===== config.mk =====
export PLATFORM = sky130hd
export DESIGN_NAME = hcs_router
export DESIGN_NICKNAME = d
export VERILOG_FILES = /design/src/rtl/hcs_pkg.sv /design/src/rtl/hcs_fifo.sv /design/src/rtl/hcs_rr_arb.sv /design/src/rtl/hcs_router.sv
export SDC_FILE = /design/constraint.sdc
export NUM_CORES = 1
export LEC_CHECK = 0
export BUFFER_PORTS_ARGS = -buffer_cell sky130_fd_sc_hd__buf_2
export CAP_MARGIN = 30
export CORE_MARGIN = 2
export CORE_UTILIZATION = 55
export CTS_CLUSTER_SIZE = 40
export DETAILED_ROUTE_END_ITERATION = 6
export PLACE_DENSITY = 0.78
export SETUP_SLACK_MARGIN = 0.02
export SYNTH_ARGS = -nofsm -noshare
export SYNTH_HDL_FRONTEND = slang
export SYNTH_SLANG_ARGS = --single-unit

===== constraint.sdc =====
create_clock -name clk -period 4.7 [get_ports clk]
set_input_delay 0.94 -clock clk [delete_from_list [all_inputs] [get_ports clk]]
set_output_delay 0.94 -clock clk [all_outputs]
set_load 0.02 [all_outputs]

===== src/rtl/hcs_pkg.sv =====
package hcs_pkg;

    localparam int HCS_PORTS   = 4;
    localparam int HCS_PLANES  = 4;
    localparam int HCS_DATA_W  = 16;
    localparam int HCS_PORT_W  = $clog2(HCS_PORTS);
    localparam int HCS_PLANE_W = $clog2(HCS_PLANES);

    typedef logic [HCS_PORT_W-1:0]  port_id_t;
    typedef logic [HCS_PLANE_W-1:0] plane_id_t;

    typedef struct packed {
        logic                  circ;
        plane_id_t             plane;
        port_id_t              dest;
        logic [HCS_DATA_W-1:0] data;
    } flit_t;

    typedef struct packed {
        logic     vld;
        port_id_t outp;
    } route_t;

    // A flit entering a buffer travels from then on as a packet flit.
    function automatic flit_t as_packet(flit_t f);
        flit_t r;
        r      = f;
        r.circ = 1'b0;
        return r;
    endfunction

endpackage


===== src/rtl/hcs_fifo.sv =====
module hcs_fifo
    import hcs_pkg::*;
#(
    parameter int DEPTH = 4
) (
    input  logic  clk,
    input  logic  rst,
    input  logic  push,
    input  flit_t din,
    input  logic  pop,
    output flit_t dout,
    output logic  full,
    output logic  empty
);
    localparam int AW = (DEPTH > 1) ? $clog2(DEPTH) : 1;
    localparam int CW = $clog2(DEPTH + 1);

    flit_t          mem [DEPTH];
    logic [AW-1:0]  wr_ptr, rd_ptr;
    logic [CW-1:0]  count;
    logic           do_push, do_pop;

    assign full    = (count == CW'(DEPTH));
    assign empty   = (count == '0);
    assign do_push = push && !full;
    assign do_pop  = pop && !empty;
    assign dout    = mem[rd_ptr];

    always_ff @(posedge clk) begin
        if (do_push) mem[wr_ptr] <= din;
    end

    always_ff @(posedge clk) begin
        if (rst) begin
            wr_ptr <= '0;
            rd_ptr <= '0;
            count  <= '0;
        end else begin
            if (do_push) wr_ptr <= (wr_ptr == AW'(DEPTH - 1)) ? '0 : wr_ptr + 1'b1;
            if (do_pop)  rd_ptr <= (rd_ptr == AW'(DEPTH - 1)) ? '0 : rd_ptr + 1'b1;
            case ({do_push, do_pop})
                2'b10:   count <= count + 1'b1;
                2'b01:   count <= count - 1'b1;
                default: count <= count;
            endcase
        end
    end

endmodule


===== src/rtl/hcs_rr_arb.sv =====
module hcs_rr_arb #(
    parameter int N = 4
) (
    input  logic         clk,
    input  logic         rst,
    input  logic         en,
    input  logic [N-1:0] req,
    output logic [N-1:0] gnt
);
    localparam int IW = (N > 1) ? $clog2(N) : 1;

    logic [IW-1:0] ptr;
    logic [IW-1:0] win;
    logic [IW-1:0] idx;
    logic [N-1:0]  pick;
    logic          found;

    always_comb begin
        pick  = '0;
        found = 1'b0;
        win   = '0;
        idx   = '0;
        for (int k = 0; k < N; k++) begin
            idx = IW'((int'(ptr) + k) % N);
            if (!found && req[idx]) begin
                pick[idx] = 1'b1;
                found     = 1'b1;
                win       = idx;
            end
        end
    end

    assign gnt = en ? pick : '0;

    always_ff @(posedge clk) begin
        if (rst) begin
            ptr <= '0;
        end else if (en && found) begin
            ptr <= (win == IW'(N - 1)) ? '0 : win + 1'b1;
        end
    end

endmodule


===== src/rtl/hcs_router.sv =====
module hcs_router
    import hcs_pkg::*;
#(
    parameter int FIFO_DEPTH = 4
) (
    input  logic                            clk,
    input  logic                            rst,
    input  logic [HCS_PORTS-1:0]            in_valid,
    input  logic [HCS_PORTS-1:0]            in_circ,
    input  logic [HCS_PORTS*HCS_PLANE_W-1:0] in_plane,
    input  logic [HCS_PORTS*HCS_PORT_W-1:0] in_dest,
    input  logic [HCS_PORTS*HCS_DATA_W-1:0] in_data,
    output logic [HCS_PORTS-1:0]            in_ready,
    input  logic                            cfg_we,
    input  logic [HCS_PORT_W-1:0]           cfg_port,
    input  logic [HCS_PLANE_W-1:0]          cfg_plane,
    input  logic                            cfg_valid,
    input  logic [HCS_PORT_W-1:0]           cfg_out,
    input  logic [HCS_PORTS-1:0]            out_ready,
    output logic [HCS_PORTS-1:0]            out_valid,
    output logic [HCS_PORTS-1:0]            out_circ,
    output logic [HCS_PORTS*HCS_PLANE_W-1:0] out_plane,
    output logic [HCS_PORTS*HCS_PORT_W-1:0] out_dest,
    output logic [HCS_PORTS*HCS_DATA_W-1:0] out_data
);
    localparam int NP  = HCS_PORTS;
    localparam int NPL = HCS_PLANES;
    localparam int PW  = HCS_PORT_W;
    localparam int LW  = HCS_PLANE_W;
    localparam int DW  = HCS_DATA_W;

    flit_t          in_flit   [NP];
    route_t         route_of  [NP];
    route_t         tbl       [NP][NPL];
    logic [NP-1:0]  hit;
    logic [NP-1:0]  circ_win;
    logic [NP-1:0]  claim;
    flit_t          claim_flit[NP];
    logic [NP-1:0]  push, pop, full, empty;
    flit_t          head      [NP];
    logic [NP-1:0]  req       [NP];
    logic [NP-1:0]  gnt       [NP];
    flit_t          st_in     [NP];
    logic [NP-1:0]  st_free;

    // Route table written by the setup block
    always_ff @(posedge clk) begin
        if (rst) begin
            for (int i = 0; i < NP; i++)
                for (int p = 0; p < NPL; p++)
                    tbl[i][p] <= '0;
        end else if (cfg_we) begin
            tbl[cfg_port][cfg_plane] <= '{vld: cfg_valid, outp: cfg_out};
        end
    end

    // Input unpacking, route lookup and buffers
    for (genvar i = 0; i < NP; i++) begin : g_in
        assign in_flit[i]  = '{circ:  in_circ[i],
                              plane: in_plane[i*LW +: LW],
                              dest:  in_dest[i*PW +: PW],
                              data:  in_data[i*DW +: DW]};
        assign route_of[i] = tbl[i][in_flit[i].plane];
        assign hit[i]      = in_valid[i] && in_flit[i].circ && route_of[i].vld;
        assign push[i]     = in_valid[i] && !circ_win[i];
        assign in_ready[i] = !full[i];

        hcs_fifo #(.DEPTH(FIFO_DEPTH)) u_buf (
            .clk   (clk),
            .rst   (rst),
            .push  (push[i]),
            .din   (as_packet(in_flit[i])),
            .pop   (pop[i]),
            .dout  (head[i]),
            .full  (full[i]),
            .empty (empty[i])
        );
    end

    // Circuit claims: lowest input wins a contested output, losers are buffered
    always_comb begin
        claim    = '0;
        circ_win = '0;
        for (int o = 0; o < NP; o++) claim_flit[o] = '0;
        for (int o = 0; o < NP; o++) begin
            for (int i = 0; i < NP; i++) begin
                if (hit[i] && route_of[i].outp == PW'(o) && !claim[o]) begin
                    claim[o]      = 1'b1;
                    circ_win[i]   = 1'b1;
                    claim_flit[o] = in_flit[i];
                end
            end
        end
    end

    // Switch allocation: pop the granted buffer heads
    always_comb begin
        pop = '0;
        for (int o = 0; o < NP; o++) begin
            st_in[o] = '0;
            for (int i = 0; i < NP; i++) begin
                if (gnt[o][i]) begin
                    pop[i]   = 1'b1;
                    st_in[o] = head[i];
                end
            end
        end
    end

    // Per-output arbiter, traversal register and link register
    for (genvar o = 0; o < NP; o++) begin : g_out
        logic  st_vld;
        flit_t st_flit;
        logic  st_go;
        logic  lk_vld;
        flit_t lk_flit;

        for (genvar i = 0; i < NP; i++) begin : g_req
            assign req[o][i] = !empty[i] && (head[i].dest == PW'(o));
        end

        assign st_go      = st_vld && out_ready[o] && !claim[o];
        assign st_free[o] = !st_vld || st_go;

        hcs_rr_arb #(.N(NP)) u_arb (
            .clk (clk),
            .rst (rst),
            .en  (st_free[o]),
            .req (req[o]),
            .gnt (gnt[o])
        );

        always_ff @(posedge clk) begin
            if (rst) begin
                st_vld  <= 1'b0;
                st_flit <= '0;
                lk_vld  <= 1'b0;
                lk_flit <= '0;
            end else begin
                if (|gnt[o]) begin
                    st_vld  <= 1'b1;
                    st_flit <= st_in[o];
                end else if (st_go) begin
                    st_vld  <= 1'b0;
                end

                if (claim[o]) begin
                    lk_vld  <= 1'b1;
                    lk_flit <= claim_flit[o];
                end else if (st_go) begin
                    lk_vld  <= 1'b1;
                    lk_flit <= st_flit;
                end else begin
                    lk_vld  <= 1'b0;
                end
            end
        end

        assign out_valid[o]           = lk_vld;
        assign out_circ[o]            = lk_flit.circ;
        assign out_plane[o*LW +: LW]  = lk_flit.plane;
        assign out_dest[o*PW +: PW]   = lk_flit.dest;
        assign out_data[o*DW +: DW]   = lk_flit.data;
    end

endmodule


# Word-level counts from Yosys, hierarchy flattened
# Memory sizes are Yosys's and may differ from the RTL's. A register that Yosys moved wholly into a read port is not among the register bits.
# Index checks and enable logic that the tools add are counted.
word_totals:
  ff_bits: 212
  memories: 5
  wordCells: 651
  in_bits: 102
  ram_bits: 368
  output_inout_bits: 92
memory_table:
  columns: ["memory", "words", "width", "rd", "rd_clocked_by_memory_dff", "wr", "line", "rtl"]
  rows:
  - ["g_in[0].u_buf.mem", 4, 20, 1, 1, 1, "hcs_fifo.sv:18", "flit_t mem [DEPTH];"]
  - ["g_in[1].u_buf.mem", 4, 20, 1, 1, 1, "hcs_fifo.sv:18", null]
  - ["g_in[2].u_buf.mem", 4, 20, 1, 1, 1, "hcs_fifo.sv:18", null]
  - ["g_in[3].u_buf.mem", 4, 20, 1, 1, 1, "hcs_fifo.sv:18", null]
  - ["tbl", 4, 12, 4, 0, 4, "hcs_router.sv:34", "route_t tbl [NP][NPL];"]
op_classes:
  addsub: 32
  muxes: 273
  reduce_logical: 182
  bitwise_logic: 17
  n_eq_ne: 48
  order_cmp: 38
op_table:
  columns: ["cell", "count"]
  rows:
  - ["2-to-1 mux 21 bit", 40]
  - ["2-to-1 mux 1 bit", 123]
  - ["logical AND 1 bit", 105]
  - ["2-to-1 mux 4 bit", 20]
  - ["2-to-1 mux 2 bit", 37]
  - ["== test 2 bit (second input constant)", 32]
  - ["< comparator 2 x 3 -> 1 bit (second input constant)", 16]
  - ["OR 4 bit", 12]
  - ["logical NOT 1 bit", 44]
  - ["2-to-1 mux 12 bit", 3]
  - ["adder 2 x 1 -> 2 bit (second input constant)", 16]
  - ["binary-select mux 1 bit (select 2 bit)", 16]
  - ["demux 1 bit (select 2 bit)", 16]
  - [">= comparator 2 x 1 -> 1 bit (second input constant)", 16]
  - ["2-to-1 mux 3 bit", 9]
  - ["binary-select mux 3 bit (select 2 bit)", 4]
  - ["== test 2 x 1 -> 1 bit (second input constant)", 12]
  - ["case mux 3 bit (2 select lines)", 4]
  - ["nonzero test 2 bit", 12]
  - ["adder 2 bit (second input constant)", 8]
  - ["logical NOT 2 bit", 8]
  - ["OR reduction 4 bit", 4]
  - [">= comparator 3 bit (second input constant)", 5]
  - ["NOT 2 -> 3 bit", 5]
  - ["8 further kinds", 23]

# Logic depth before layout (Yosys ltp)
logic_depth:
  word_depth: 27
  depth_mapped: 18
  mapped_depth_nobuf: 16

# Cells and area by module
# From an unflattened synthesis, not the netlist that was laid out.
hier_totals:
  hier_cells: 2669
  hier_area_um2: 30468.0
by_module_without_submodules:
  columns: ["mod", "seq_area_each_um2", "instances", "cells_per_inst", "area_per_inst_um2"]
  rows:
  - ["hcs_fifo", 2702.6, 4, 163, 3510.9]
  - ["hcs_router", 4964.8, 1, 1741, 13977.2]
  - ["hcs_rr_arb", 40.0, 4, 69, 611.8]

# Worst setup path after synthesis
# Ideal clock, no wire load.
synth_timing:
  path_kind: "in2reg"
  from: "input in_plane[0]"
  to: "register g_in[1].u_buf.count[2]"
  t_arrival_ps: 4382
  setup_ps: 70
  n_path_buf: 2
  stages: 15
  required_ps: 4630
  setup_slack_ps: 248
  path_cell_list: "buf_2 > mux4_2 > and4_1 > buf_2 > or3_1 > nor2_1 > a21boi_1 > or2_2 > a41oi_2 > ha_1 > inv_1 > fa_1 > xor2_1 > or3_1 > a21oi_1"
synth_via:
  elab_chain_cells: 27
  elab_cells_between_ends: 85
  cone_classes: "eq/ne: 5; mux: 32; bitwise: 1; reduce/logical: 47"
synth_lines:
  columns: ["element", "line", "rtl"]
  rows:
  - ["start: declaration", "hcs_router.sv:10", "input logic [HCS_PORTS*HCS_PLANE_W-1:0] in_plane,"]
  - ["NOT 2 -> 3 bit (not written as such) *", "hcs_router.sv:63", "assign route_of[i] = tbl[i][in_flit[i].plane];"]
  - ["binary-select mux 3 bit (select 2 bit) *", "hcs_router.sv:63", null]
  - ["2-to-1 mux 3 bit (not written as such) * (2 in series)", "hcs_router.sv:63", null]
  - ["logical NOT 2 bit or logical AND 1 bit (tied branches)", "hcs_router.sv:87, hcs_router.sv:64", null]
  - ["logical AND 1 bit", "hcs_router.sv:87", "if (hit[i] && route_of[i].outp == PW'(o) && !claim[o]) begin"]
  - ["2-to-1 mux 1 bit", "hcs_router.sv:87", null]
  - ["logical NOT 1 bit", "hcs_router.sv:87", null]
  - ["logical AND 1 bit", "hcs_router.sv:87", null]
  - ["[... 7 more ...]", null, null]
  - ["logical NOT 1 bit", "hcs_router.sv:122", "assign st_go = st_vld && out_ready[o] && !claim[o];"]
  - ["logical AND 1 bit", "hcs_router.sv:122", null]
  - ["logical OR 1 bit", "hcs_router.sv:123", "assign st_free[o] = !st_vld || st_go;"]
  - ["2-to-1 mux 4 bit", "hcs_rr_arb.sv:33", "assign gnt = en ? pick : '0;"]
  - ["2-to-1 mux 1 bit (4 in series)", "hcs_router.sv:102", "if (gnt[o][i]) begin"]
  - ["logical AND 1 bit", "hcs_fifo.sv:26", "assign do_pop = pop && !empty;"]
  - ["== test 2 x 1 -> 1 bit or == test 2 bit (tied branches)", "hcs_fifo.sv:41", "case ({do_push, do_pop})"]
  - ["case mux 3 bit (2 select lines) or nonzero test 2 bit (tied branches)", null, null]
  - ["end signal: assignment", "hcs_fifo.sv:42", "2'b10: count <= count + 1'b1;"]
  - ["end signal: assignment", "hcs_fifo.sv:43", "2'b01: count <= count - 1'b1;"]
  - ["end signal: assignment", "hcs_fifo.sv:44", "default: count <= count;"]
  - ["end: declaration", "hcs_fifo.sv:20", "logic [CW-1:0] count;"]
# Mark *: on every way between the ends. The rest lies on a longest branch, timed or not. The select of a mux whose other input is x is not followed.
# A chain may end at the register's enable or synchronous reset.

==> flow_summary.yaml <==
final_layout:
  fin_nets: 3075
  syn_to_final_growth_pct: 14.59
  fin_area_um2: 34160
  layout-drive-gt1-share_pct: 19.57
  postLayoutCoreUtil_pct: 63.60
sta:
  max_freq_mhz: 224.3
  fin_crit_ps: 4458
  timing.hold.ws_ps: 468.0
  hold_violations: 0
  timing.final.ws_setup_ps: 241.8
  drv_slew: 0
  setup_viol: 0
  max_slew.worst_pin.slew_ps: 1128
  relSlewSlack_pct: 24.82
  fin_crit_sh_pct: 94.86
  rsz0062_at_grt: "no"
  finClkSkew_ps: 34.12
critical_path:
  end_kind: "register"
  critical_path_class: "reg2reg"
  ff2ff_setup_slack_ps: 240
  cp_max_fo: 6
  cp-start-kind: "register"
  crit_arrival_ps: 4990
  critPathRequiredTime_ps: 5230
synthesis:
  yosysTopAreaCell: "edfxtp_1"
  ys_ff_latch: 584
  synthArstFlopShare_pct: 0
  yosysTopAreaCellShare_pct: 37.07
  synth_cell_type_count: 94
  synth.cell_area_um2: 29810
  syn_inst: 2735
  ys_warn_count: 0
  synthTopCellsByArea: "edfxtp_1 37%, dfxtp_1 15%, mux4_2 8.0%"
  synth_edf_count: 368
  synth_nets: 2891
  synth-main-ff-cell: "edfxtp_1"
  seq_area_frac_synth_pct: 51.58
  syn_area_per_cell_um2: 10.90
cts:
  cts_root_buf: "clkbuf_16"
  post_cts_buffers: 0
  htree_levels: 2
  clockBufferDepth: 3
  cts_buffers: 59
  clock_sinks: 584
  path_clk_slew_ps: 60
  cts_tree: "built"
  hold_buffers: 0
  cts.repair.resized: 0
  insertion_delay_ps: 640
place:
  placed_area_um2: 31960
  dp_worst_setup_slack_ps: -97.34
  place_congestion: 1.007
  place_hpwl_um: 79730
  port-buffer-count: 193
pwr:
  vdd_drop_max_uv: 771.9
  p_seq_share_pct: 28.7
  p_switching_mw: 10.24
  finalPower_mw: 23.50
  p_leak_nw: 12.61
  clkPwrFrac_pct: 21.2
  powerDensity_nw_per_um2: 687.9
  pwr-share-comb_pct: 50.0
  p_int_mw: 13.26
  swShare_pct: 43.58
floorplanning:
  dieArea_um2: 56080
  core_area_um2: 53710
  chipHeight_um: 236.8
  io_pins: 194
  initial_core_util_pct: 55.50
  row_count: 85
  fp.dieW_um: 236.8
routing:
  vias: 25982
  drc: 5
  wl_per_cell_um: 31.00
  avgViaCountPerCell: 7.080
  ant_nets: 0
  wirelength_um: 113800
  firstDrtPassIters: 7
  drt_iter0_markers: 3640
global_routing:
  grt_pass1_vias: 24825
  grt_usage_pct: 40.01
  grt_max_degree: 154
  antenna_found_initial: 6
  grt_overflow: 0
  grt_pass1_wl_um: 164000
min_path:
  hold_class: "reg2reg"
outcome:
  violations: "design-rule violations"
  status: "finished with violations"
run:
  cap_violations: 0
## power groups by stage
stage	Combinational [mW]	Clock (mW)	Sequential (mW)
after floorplan	7.17	0	6.76
after global placement	10.9	0	6.78
after detailed placement	11.1	0	6.82
after CTS	11.2	5.00	6.72
after global routing	12.3	5.19	6.81
final	11.8	4.99	6.74
## layout make-up
| type | instances | area [µm²] |
|---|---|---|
| Sequential cell | 584 | 15380 |
| Multi-Input combinational cell | 1835 | 13210 |
| Tap cell | 696 | 870.8 |
| Clock inverter | 27 | 370.4 |
| Antenna cell | 5 | 12.51 |
| Timing Repair Buffer | 331 | 2240 |
| Clock buffer | 84 | 1675 |
| Inverter | 108 | 405.4 |
| Fill cell | 4157 | 19550 |
## layer usage
layer / vias up / routed length [µm] / GRT usage, %
met3: 550 / 12140 / 8.405
met1: 12530 / 39230 / 48.61
li1: 10870 / - / -
met4: 6 / 10990 / 31.24
met2: 2026 / 51370 / 62.61
met5: - / 41 / 0
## through the flow
stage	instances	TNS (ps)
6_report	3670	0
5_1_grt	3666	0
4_1_cts	3660	0
3_5_place_dp	3549	-240.3
3_3_place_gp	3546	-28.60
2_1_floorplan	2735	0
## cell usage in the layout (no fill, tap or decap), drive strengths merged, types with 10 or more instances in the layout
| cell | instances |
|---|---|
| mux2i | 59 |
| nor3b | 13 |
| edfxtp | 368 |
| or3 | 15 |
| dfxtp | 216 |
| and3 | 40 |
| nor3 | 77 |
| nor2 | 245 |
| inv | 109 |
| a311oi | 21 |
| nor2b | 10 |
| o211ai | 27 |
| a211oi | 110 |
| clkinv | 12 |
| a21oi | 147 |
| clkbuf | 84 |
| a31oi | 38 |
| o21ai | 197 |
| nand2 | 174 |
| nor4 | 32 |
| nand2b | 15 |
| nand3 | 50 |
| a22oi | 28 |
| mux4 | 106 |
| and2 | 85 |
| or2 | 13 |
| a221o | 37 |
| o221ai | 24 |
| o22ai | 49 |
| o311a | 19 |
| ha | 50 |
| nand4 | 14 |
| a221oi | 28 |
| buf | 331 |
## cells in the mapped netlist (all sizes together), types with 5 or more instances
cell / number
a211oi: 110
a21o: 7
a21oi: 147
a221o: 37
a221oi: 28
a22oi: 28
a311oi: 21
a31oi: 38
a32oi: 7
a41oi: 5
and2: 85
and3: 40
buf: 60
clkbuf: 148
dfxtp: 216
edfxtp: 368
ha: 50
inv: 105
mux2i: 59
mux4: 106
nand2: 174
nand2b: 15
nand3: 50
nand3b: 8
nand4: 14
nor2: 245
nor2b: 10
nor3: 77
nor3b: 13
nor4: 32
o211ai: 27
o21a: 7
o21ai: 197
o221ai: 24
o22ai: 49
o311a: 19
or2: 13
or3: 15
xor2: 8
## registers in the layout, summed over array words and instances (netlist names), 12 cells and up, named ones only
name and count:
tbl 48, g_out.st_flit 80, out_data 64, g_in.u_buf.mem 320
g_in.u_buf.count 12
## path summary, 6_finish.rpt
check	to	startpoint	depth (start not counted)
setup / recovery	g_in[0].u_buf.count[2]	g_in[3].u_buf.mem[2][17]	15
hold / removal	out_circ[0]	out_circ[0]	2
setup reg to reg	g_in[0].u_buf.count[2]	g_in[3].u_buf.mem[2][17]	15
hold reg to reg	out_circ[0]	out_circ[0]	2
## critical path: stages, from the launching register on
cell and delay [ps]:
edfxtp_1 490, nor4bb_1 380, a31oi_1 70, a31oi_1 490, or4b_2 680, a31oi_4 260, o21ai_0 140, a31o_2 260
a41oi_2 170, buf_4 160, ha_1 180, inv_1 60, fa_1 370, xor2_1 150, or3_1 300, a21oi_1 170
## cells by family after synthesis
| kind of cell | after synthesis | synth area share, % |
|---|---|---|
| buf+inv | 316 | 4.222 |
| fa+ha+maj | 54 | 2.367 |
| xor+xnor | 12 | 0.3526 |
| compound gates | 787 | 17.78 |
| simple gates | 813 | 13.55 |
| mux | 169 | 10.15 |
| flops | 584 | 51.58 |
Power figures use the tool's default switching activity.
